[src/rtl/lane_minmax_reduce.sv]
module lane_minmax_reduce #(
  parameter int VEC_W  = 128,
  parameter int INSN_W = 32
) (
  input  logic              clk,
  input  logic              rst_n,
  input  logic              in_valid,
  input  logic [INSN_W-1:0] insn_word,
  input  logic [VEC_W-1:0]  src_vec,
  output logic              out_valid,
  output logic              out_illegal,
  output logic [VEC_W-1:0]  result_vec
);
  localparam int HALF_W = VEC_W / 2;
  localparam int NSZ    = 3;

  // field decode
  wire       pat_ok = (insn_word[31] == 1'b0) && (insn_word[28:24] == 5'b01110) &&
                      (insn_word[21:17] == 5'b11000) && (insn_word[15:10] == 6'b101010);
  wire       full_w = insn_word[30];
  wire       is_uns = insn_word[29];
  wire [1:0] sz     = insn_word[23:22];
  wire       is_min = insn_word[16];
  wire       bad    = !pat_ok || (sz == 2'd3) || (sz == 2'd2 && !full_w);

  wire [VEC_W-1:0] work = full_w ? src_vec : {2{src_vec[HALF_W-1:0]}};

  logic [VEC_W-1:0] red [4];
  assign red[3] = '0;

  for (genvar s = 0; s < NSZ; s++) begin : g_sz
    localparam int LW = 8 << s;
    localparam int NL = VEC_W / LW;
    localparam int LV = $clog2(NL);
    for (genvar l = 0; l <= LV; l++) begin : g_lv
      localparam int CNT = NL >> l;
      logic [CNT*LW-1:0] v;
      if (l == 0) begin : g_in
        assign v = work;
      end else begin : g_mix
        for (genvar j = 0; j < CNT; j++) begin : g_pair
          wire [LW-1:0] a = g_lv[l-1].v[(2*j)*LW +: LW];
          wire [LW-1:0] b = g_lv[l-1].v[(2*j+1)*LW +: LW];
          wire a_lt = {a[LW-1] ^ ~is_uns, a[LW-2:0]} < {b[LW-1] ^ ~is_uns, b[LW-2:0]};
          assign v[j*LW +: LW] = (is_min == a_lt) ? a : b;
        end
      end
    end
    assign red[s] = {{(VEC_W-LW){1'b0}}, g_lv[LV].v};
  end

  always_ff @(posedge clk or negedge rst_n) begin
    if (!rst_n) begin
      out_valid   <= 1'b0;
      out_illegal <= 1'b0;
      result_vec  <= '0;
    end else begin
      out_valid <= in_valid;
      if (in_valid) begin
        out_illegal <= bad;
        result_vec  <= bad ? '0 : red[sz];
      end
    end
  end

  a_r9_valid_follows: assert property (@(posedge clk) disable iff (!rst_n)
    in_valid |=> out_valid);
  a_r9_valid_idle: assert property (@(posedge clk) disable iff (!rst_n)
    !in_valid |=> !out_valid);
  a_r9_hold: assert property (@(posedge clk) disable iff (!rst_n)
    !in_valid |=> ($stable(result_vec) && $stable(out_illegal)));
  a_r2_size3_illegal: assert property (@(posedge clk) disable iff (!rst_n)
    (in_valid && insn_word[23:22] == 2'd3) |=> out_illegal);
  a_r3_half32_illegal: assert property (@(posedge clk) disable iff (!rst_n)
    (in_valid && insn_word[23:22] == 2'd2 && !insn_word[30]) |=> out_illegal);
  a_r4_illegal_zero: assert property (@(posedge clk) disable iff (!rst_n)
    (out_valid && out_illegal) |-> (result_vec == '0));
  a_r8_upper_zero: assert property (@(posedge clk) disable iff (!rst_n)
    (in_valid && insn_word[23:22] == 2'd1) |=> (result_vec[VEC_W-1:16] == '0));
endmodule

[config.mk]
export PLATFORM = sky130hd
export DESIGN_NAME = lane_minmax_reduce
export DESIGN_NICKNAME = d
export VERILOG_FILES = /design/src/rtl/lane_minmax_reduce.sv
export SDC_FILE = /design/constraint.sdc
export NUM_CORES = 1
export LEC_CHECK = 0
export ABC_AREA = 1
export BUFFER_PORTS_ARGS = -buffer_cell sky130_fd_sc_hd__buf_4
export CORE_MARGIN = 2
export CORE_UTILIZATION = 25
export DETAILED_ROUTE_END_ITERATION = 10
export GPL_TIMING_DRIVEN = 0
export HOLD_SLACK_MARGIN = 0.08
export RECOVER_POWER = 100
export SLEW_MARGIN = 20
export SYNTH_ARGS = -nofsm -noshare
export SYNTH_HDL_FRONTEND = slang
export SYNTH_SLANG_ARGS = --single-unit
[constraint.sdc]
create_clock -name clk -period 1.3 [get_ports clk]
set_input_delay 0.26 -clock clk [delete_from_list [all_inputs] [get_ports clk]]
set_output_delay 0.26 -clock clk [all_outputs]
set_load 0.05 [all_outputs]
==> flow_results.org, run 1 <==
** Setup path
- For the worst flop-to-flop path, the logic depth is 2.
- The worst setup path is launched from an input pin.
- Crit Path Category :: input pin to flip-flop
- The worst setup path is captured at a flip-flop.
- Crit path top cell by count :: buf_4
- CP Data Required Time :: 1.47 ns
- CP arrival :: 7.37 ns
- The slowest stage of the critical path belongs to the cell ha_1.
- Along the worst path, the maximum fanout reaches 8.
- Endpoint of the lowest-slack register-to-register path :: result_vec[15]$_DFFE_PN0P_
- For flop-to-flop paths, the worst setup slack is 0.64 ns.
- Worst stage delay on the critical path :: 0.35 ns
- Reg-to-Reg Start :: result_vec[15]$_DFFE_PN0P_

** Global route
- In the global route stage, overall resource usage came out at 0.2431.
- The first global-routing pass estimated 108.1 mm of wire.
- Pin count of the biggest net entering global routing :: 35
- The total overflow left after global routing is 0.
- The number of global-route vias before repair is 16,760.
- Antenna violations before repair :: 1

** Synth
- Commonest cells in the netlist :: nand2_1, o21ai_0, ha_1
- Yosys instantiated no cell more often than nand2_1.
- Number of flops mapped to enable cells by yosys :: 0
- Yosys synthesis warning count :: 0
- The most used flip-flop cell after synthesis is dfrtp_1.
- Cell taking the most area after synthesis :: ha_1
- Share of synthesized area occupied by flip-flops and latches :: 0.05885
- Total of flip-flops plus latches after synthesis :: 34
- By area the synthesized netlist is led by ha_1, nand2_1, o21ai_0.
- The synthesized netlist contains 50 unique library cells.
- The cell area that synthesis handed to floorplanning was 14,460 µm².
- A synthesized cell averages 5.925 µm².
- Counting flops with an async set or reset pin after synthesis yields a share of 1.000.
- Cells after synthesis :: 2,440
- Area share of the leading cell type in the synthesized netlist :: 0.2536

** Finish
- Post-route cell area :: 19,880 µm²
- The number of antenna diodes in the final layout is 0.
- Area added between synthesis and finish :: 37.50%
- Share of cells above drive strength 1 :: 0.2670
- The final layout contains 3,310 nets.
- Fill cells in the final layout number 6,330.

** CTS
- The number of clock buffers added by TritonCTS is 5.
- CTS Root Cell :: clkbuf_16
- TritonCTS built the clock tree.
- The clock net in this run drives a total of 34 sinks.
- Clock Latency Late Sink :: 0.27 ns
- Clock-pin slew was measured on the worst setup and hold paths at 0.05 ns.
- Maximum clock insertion buffer count :: 2
- Number of levels the H-tree was split into :: 2

** Min path
- Along the worst hold path, the cell count comes to 1.
- Launch instance of the worst min-delay path :: in_valid
- The path class of the tightest hold or removal check is input pin to flip-flop.
- Worst Hold Endpoint :: out_valid$_DFF_PN0_

** Detailed routing
- The first detailed-routing pass took 6 iterations.
- Number of vias per cell after detailed routing :: 5.125
- Initial DRC count :: 2,229
- Summed over all layers, the routed wires come to 76.04 mm.
- After detailed routing, the average wire length per cell comes to 21.01 µm.
- Summing over every cut layer, the via total after detailed routing is 18,550.
- For this run, design rule violations remaining after detail routing come to 0.
- Antenna-violating nets left :: 0

** Status
- The final reports fail on negative setup slack.
- Result of the run :: complete, but fails checks

** Job
- Max-cap violations in this run came to 0.

** Power
- In this run the power density over the cells is 1258 nW/µm².
- Maximum vdd ir drop :: 0.7530 mV
- In this run the static leakage power is 0.01062 µW.

** Die
- For this configuration, the core starts out at a cell density of 0.2515.
- Row generation in the floorplan step produced 88 rows.
- Chip Width :: 244.5 µm
- The floorplan step defined a die boundary enclosing 59,770 µm².
- Measured along the y axis, the die boundary spans 244.5 µm.
- The total area inside the core boundary comes to 57,480 µm².
- Pin placement for this block handled 293 I/O pins.

** STA
- Of the available clock period, the critical path in the final layout requires 5.538.
- TNS Setup :: -157.56 ns
- Transition at the pin with the smallest max-transition slack :: 1.048 ns
- Hold_ws :: 0.1677 ns
- Based on the critical path, the design can be clocked at up to 0.1389 GHz.
- Final Hold Vio Count :: 0
- Total count of max-transition violations in the final report :: 0
- The routed design could run at a clock period as short as 7.199 ns.
- Final setup fails :: 33
- Setup WS post-layout :: -5.899 ns
- Setup repair after global routing missed its margin :: yes
- Headroom to the max-slew limit came out at 0.3015.
- Worst Skew :: 0 ns

** Place
- In this run the cell area measured after placement is 17,600 µm².
- Detailed placement finished with a half-perimeter wire length of 61.48 mm.
- Port-buffer cells :: 183
- The congestion estimate from routability-driven global placement came to 1.036.
[cell usage in the layout (no fill, tap or decap), types with 6 or more instances in the layout]
cell       instances
o21ai_0          180
buf_8              7
o21ai_2           43
dfrtp_1           34
xor2_1            25
nand2_2           51
ha_1             289
nor2_2             8
nand3_1          130
or2_2             36
a211oi_1           8
nor2_1            75
clkbuf_4           6
inv_2             19
o21ai_4           39
buf_6              6
conb_1            96
o21ai_1           65
o211ai_1          36
inv_1            190
or2_4             10
clkbuf_8          16
clkbuf_16         10
clkbuf_1          23
a21oi_1          116
nand2_4           12
buf_2             14
buf_4            365
a211oi_2          10
nand3_2           14
nand4_1           16
clkbuf_2          46
nand2_1          765
[logic make-up after synthesis]
| group | Yosys count | share of synthesized area |
|---|---|---|
| and+or+nand+nor | 1146 | 0.3308 |
| AOI/OAI and AO/OA | 530 | 0.2005 |
| buffers and inverters | 398 | 0.1323 |
| adders and majority gates | 293 | 0.2536 |
| DFF | 34 | 0.05885 |
| xor gates and xnor gates | 33 | 0.01999 |
| muxes | 5 | 0.003722 |
| other | 1 | 0.0002594 |
[registers in the layout (all words and copies together) (netlist names)]
signal,flops
out_valid,1
result_vec,32
out_illegal,1
[per-layer routing]
metal / vias up / global-route usage / share of wire
li1: 8837 / - / -
met1: 8328 / 0.3360 / 0.43
met2: 1156 / 0.3632 / 0.41
met3: 226 / 0.04587 / 0.11
met4: 0 / 0.1101 / 0.054
met5: - / 0 / 0
[worst max-delay path: cells and delay by family]
kind	cells	cell delay, ns
xor gates and xnor gates	2	0.30
adders and majority gates	2	0.65
buffers and inverters	21	2.73
and+or+nand+nor	33	2.61
AOI/OAI and AO/OA	3	0.44
muxes	1	0.34
[area by class of cell]
cell class | count | area [µm²] | area share
clock buffer | 6 | 128.9 | 0.006483
buffer | 184 | 1496 | 0.07528
sequential | 34 | 850.8 | 0.04280
clock inverter | 1 | 7.507 | 0.0003777
timing repair buffer | 311 | 2332 | 0.1173
inverter | 214 | 828.3 | 0.04167
tap | 765 | 957.2 | 0.04815
timing repair inverter | 1 | 7.507 | 0.0003777
multi-input combinational | 2103 | 13270 | 0.6675
[timing repair]
| item | 4_1_cts | 5_1_grt |
|---|---|---|
| hold buffers | 1 | 0 |
| cloned | 8 | 0 |
| pin swaps | 70 | 39 |
| resized for setup | 289 | 90 |
| endpoints found under the hold margin | 34 | 0 |
| setup buffers | 100 | 22 |
| setup endpoints to repair | 33 | 33 |
[power by group]
group          internal, µW  switching (µW)
sequential             1060           0.311
combinational          8610           14200
clock                   699             417
[stage by stage]
| step | power [µW] | worst slack (ns) | std cells | util |
|---|---|---|---|---|
| floorplan | 13900 | -5.307 | 2535 | - |
| global placement | 18930 | -7.434 | 3483 | 0.3062 |
| detailed placement | 19010 | -7.335 | 3483 | 0.3062 |
| CTS | 23350 | -5.561 | 3598 | 0.3401 |
| global route | 27200 | -6.160 | 3619 | 0.3459 |
| finish | 25010 | -5.899 | 3619 | 0.3459 |
[worst max-delay path by stage]
stage | slack (ns) | to | depth (start not counted) | start
2_1_floorplan | -5.31 | result_vec[5]$_DFFE_PN0P_ | 48 | insn_word[30]
3_3_place_gp | -7.43 | result_vec[4]$_DFFE_PN0P_ | 48 | insn_word[30]
3_5_place_dp | -7.33 | result_vec[4]$_DFFE_PN0P_ | 46 | insn_word[30]
4_1_cts | -5.56 | result_vec[0]$_DFFE_PN0P_ | 47 | insn_word[30]
5_1_grt | -6.16 | result_vec[0]$_DFFE_PN0P_ | 54 | insn_word[30]
6_report | -5.90 | result_vec[4]$_DFFE_PN0P_ | 62 | insn_word[30]
Power figures use the tool's default switching activity.
==> run 2, diff against run 1 <==
--- a/config.mk
+++ b/config.mk
@@ -13,6 +13,7 @@
 export GPL_TIMING_DRIVEN = 0
 export HOLD_SLACK_MARGIN = 0.08
 export RECOVER_POWER = 100
+export SETUP_SLACK_MARGIN = 0.3
 export SLEW_MARGIN = 20
 export SYNTH_ARGS = -nofsm -noshare
 export SYNTH_HDL_FRONTEND = slang
==> run 2 against run 1 <==
  * The run still ends with negative setup slack left
  * Routed wire length up 0.75%
  * Setup slack improved by 0.088 ns
  * Register-to-register slack hardly changed
  * Clock-buffer cell count unchanged
  * Flip-flop and latch count is the same
  * Sequential share of layout area decreased by 0.057 points
  * Core utilization grew 0.47 points
  * Non-clock buffer count grew 4
  * Combinational power grew 4%
  * Critical path depth is 1 higher
  * Cell count rose by 0.11%
  * Global-route usage about the same
  * Critical path type unchanged
  * Largest power group unchanged
==> flow_results.org, run 2 (synthesis results as in run 1) <==
** Min path
- The path class of the tightest hold or removal check is input pin to flip-flop.
- The worst hold path begins at in_valid.
- Worst Hold Path Cells :: 1 (unchanged)
- The worst hold path terminates at out_valid$_DFF_PN0_.

** Setup path
- The maximum fanout along the worst path was 8 (unchanged).
- By startpoint and endpoint, the worst setup path is classified as input pin to flip-flop.
- STA classifies the critical path endpoint as a flip-flop.
- Cells on worst reg2reg path :: 2 (unchanged)
- The worst register-to-register path begins at result_vec[15]$_DFFE_PN0P_.
- Among the stages of the critical path, the cell type that occurs most often is nand2_1.
- The minimum setup slack among reg-to-reg paths came to 0.64 ns (about the same).
- The arrival time at the worst endpoint came to 7.28 ns (-0.09 ns).
- The worst setup path is launched from an input pin.
- The worst endpoint required time is 1.47 ns (about the same).
- The endpoint identified for the worst register-to-register timing path is result_vec[15]$_DFFE_PN0P_.
- Worst stage delay on the critical path :: 0.34 ns (about the same)
- Slowest-stage cell, CP :: mux2_4

** STA
- Worst Skew :: 0 ns (unchanged)
- The minimum period implied by the final worst setup slack came to 7.112 ns (-0.08752 ns).
- Headroom to the max-slew limit :: 0.3049 (+0.003480)
- Post-route fraction of the period consumed by the critical path :: 5.471 (-0.06732)
- Setup repair after global routing missed its margin :: yes
- The final-report setup violation count is 33 (unchanged).
- Fmax :: 0.1406 GHz (+1.2%)
- Total count of max-transition violations in the final report :: 0 (unchanged)
- The transition time at the pin with the least slew margin is 1.043 ns (-0.005220 ns).
- Final Hold Vio Count :: 0 (unchanged)
- The final worst setup slack is -5.812 ns (+0.08752 ns).

** Die
- Die Area :: 59,770 µm² (unchanged)
- Chip Width :: 244.5 µm (unchanged)
- Site row count :: 88 (unchanged)
- IO Count :: 293 (unchanged)
- Area of the core :: 57,480 µm² (unchanged)
- The initial core utilization was 0.2515 (unchanged).
- Vert. Die Dim :: 244.5 µm (unchanged)

** CTS
- The maximum count of clock buffers along a single path came to 2 (unchanged).
- The total CTS buffers was 5 (unchanged).
- The later-pin clock latency in the skew report was 0.27 ns (about the same).
- CTS tree :: built
- CTS placed an instance of clkbuf_16 at the clock tree root.
- The clock-pin slew on the worst setup and hold paths was 0.06 ns (about the same).
- The CTS sink count was 34 (unchanged).
- Number of levels the H-tree was split into :: 2 (unchanged)

** Detailed routing
- The overall via count from detail_route is 18,650 (+0.54%).
- Initial DRC count :: 2,104 (-5.6%)
- The number of antenna-violating nets in the routed design is 0 (unchanged).
- The total detailed-routing wirelength was 76.62 mm (+0.75%).
- The number of search-and-repair iterations in the first detailed-routing pass was 6 (unchanged).
- Per-cell routed wire length :: 21.15 µm (+0.64%)
- Number of vias per cell after detailed routing :: 5.147 (+0.43%)
- The post-route DRC violation count was 0 (unchanged).

** Power
- The power density relative to cell area is 1283 nW/µm² (+2.0%).
- The leakage power figure is 0.01070 µW (+0.71%).
- Maximum vdd ir drop :: 0.7568 mV (+0.50%)

** Finish
- Most frequent cells in the layout :: nand2_1, buf_4, ha_1, inv_1, o21ai_0
- Compared with the post-synthesis result, the final layout area differs by 39.35%.
- The post-route standard cell area excluding fillers was 20,150 µm² (+1.3%).
- Flip-flop count of the largest register after layout :: 32 (unchanged)
- Number of inserted diodes :: 0 (unchanged)
- The largest registers in the layout are result_vec (32), out_illegal (1), out_valid (1).
- Net count of the finished layout :: 3,314 (+0.12%)
- Leading cell type in the layout, fill and taps excluded :: nand2_1
- Ranked by flip-flop count, first place goes to result_vec.
- Number of standard cells in the final layout excluding fillers :: 3,623 (+0.11%)
- The share of layout cells above drive strength 1 came to 0.2792 (+0.01222).

** Global route
- Via count of the first global-routing pass :: 16,780 (+0.13%)
- The maximum number of pins on one net before global-route repair was 35 (unchanged).
- The wire length of the first global-routing pass was 108.2 mm (+0.11%).
- Combined global-route utilization of all metal layers :: 0.2433 (about the same)
- The number of antenna violations at the first check in global routing was 0 (-1).
- The total grt overflow was 0 (unchanged).

** Job
- Max capacitance violation total :: 0 (unchanged)

** Status
- The flow ran to the end, but the final reports show violations.
- The checks that failed: negative setup slack.

** Place
- Half-perimeter wire length of the detailed placement result :: 61.48 mm (unchanged)
- Cell count after placement :: 3,483 (unchanged)
- The quantity of I/O buffers inserted on ports was 183 (unchanged).
- Routability congestion estimate :: 1.036 (unchanged)
- The area after detailed placement was 17,600 µm² (unchanged).
[run 2: how the worst max path moves through the flow]
stage / from / end / slack (ns) / cells past startpoint
floorplan: insn_word[30] / result_vec[5]$_DFFE_PN0P_ / -5.31 / 48
global placement: insn_word[30] / result_vec[4]$_DFFE_PN0P_ / -7.43 / 48
detailed placement: insn_word[30] / result_vec[4]$_DFFE_PN0P_ / -7.33 / 46
CTS: insn_word[30] / result_vec[0]$_DFFE_PN0P_ / -5.56 / 47
global route: insn_word[30] / result_vec[0]$_DFFE_PN0P_ / -6.05 / 54
finish: insn_word[30] / result_vec[3]$_DFFE_PN0P_ / -5.81 / 63
[run 2: power by group]
part / switching [µW] / internal (µW) / total, µW
registers: 0.331 / 1060 / 1060
logic: 14700 / 8980 / 23700
clock network: 425 / 699 / 1120
total: 15100 / 10700 / 25800
[run 2: cell type report]
| class | count | area, µm² |
|---|---|---|
| Tap cell | 765 | 957.2 |
| Multi-Input combinational cell | 2103 | 13460 |
| Timing Repair inverter | 1 | 7.507 |
| Clock buffer | 6 | 128.9 |
| Sequential cell | 34 | 850.8 |
| Inverter | 214 | 832.0 |
| Clock inverter | 1 | 7.507 |
| Fill cell | 6286 | 37330 |
| Buffer | 184 | 1519 |
| Timing Repair Buffer | 315 | 2381 |
[run 2: layer usage]
metal  part of all wire  vias up  global-route usage
met2               0.41     1150              0.3639
met3               0.11      243             0.04554
met4              0.056        0              0.1099
met1               0.42     8397              0.3362
li1                   -     8857                   -
met5                  0        -                   0
[run 2: worst max-delay path, delay by kind of cell]
family,cells,cell delay (ns)
fa+ha+maj,2,0.64
mux,1,0.34
simple gates,33,2.58
compound gates,3,0.47
buf+inv,22,2.67
xor+xnor,2,0.29
[run 2: repair_timing]
item | in CTS | in global routing
endpoints found under the setup margin | 67 | 67
gates resized for setup | 323 | 157
buffers inserted | 100 | 24
pin swaps | 70 | 43
hold endpoints to repair | 34 | 0
hold buffers | 1 | 0
cloned | 8 | 0
[run 2: stage by stage]
step,worst slack (ns),setup TNS [ns],hold slack [ns],power (µW),util
finish,-5.812,-155.76,0.1676,25840,0.3505
global route,-6.050,-162.97,0.1684,27970,0.3505
CTS,-5.561,-150.70,0.1222,23370,0.3425
detailed placement,-7.335,-194.18,0.2418,19010,0.3062
global placement,-7.434,-196.85,0.2376,18930,0.3062
floorplan,-5.307,-132.89,-0.03559,13900,-
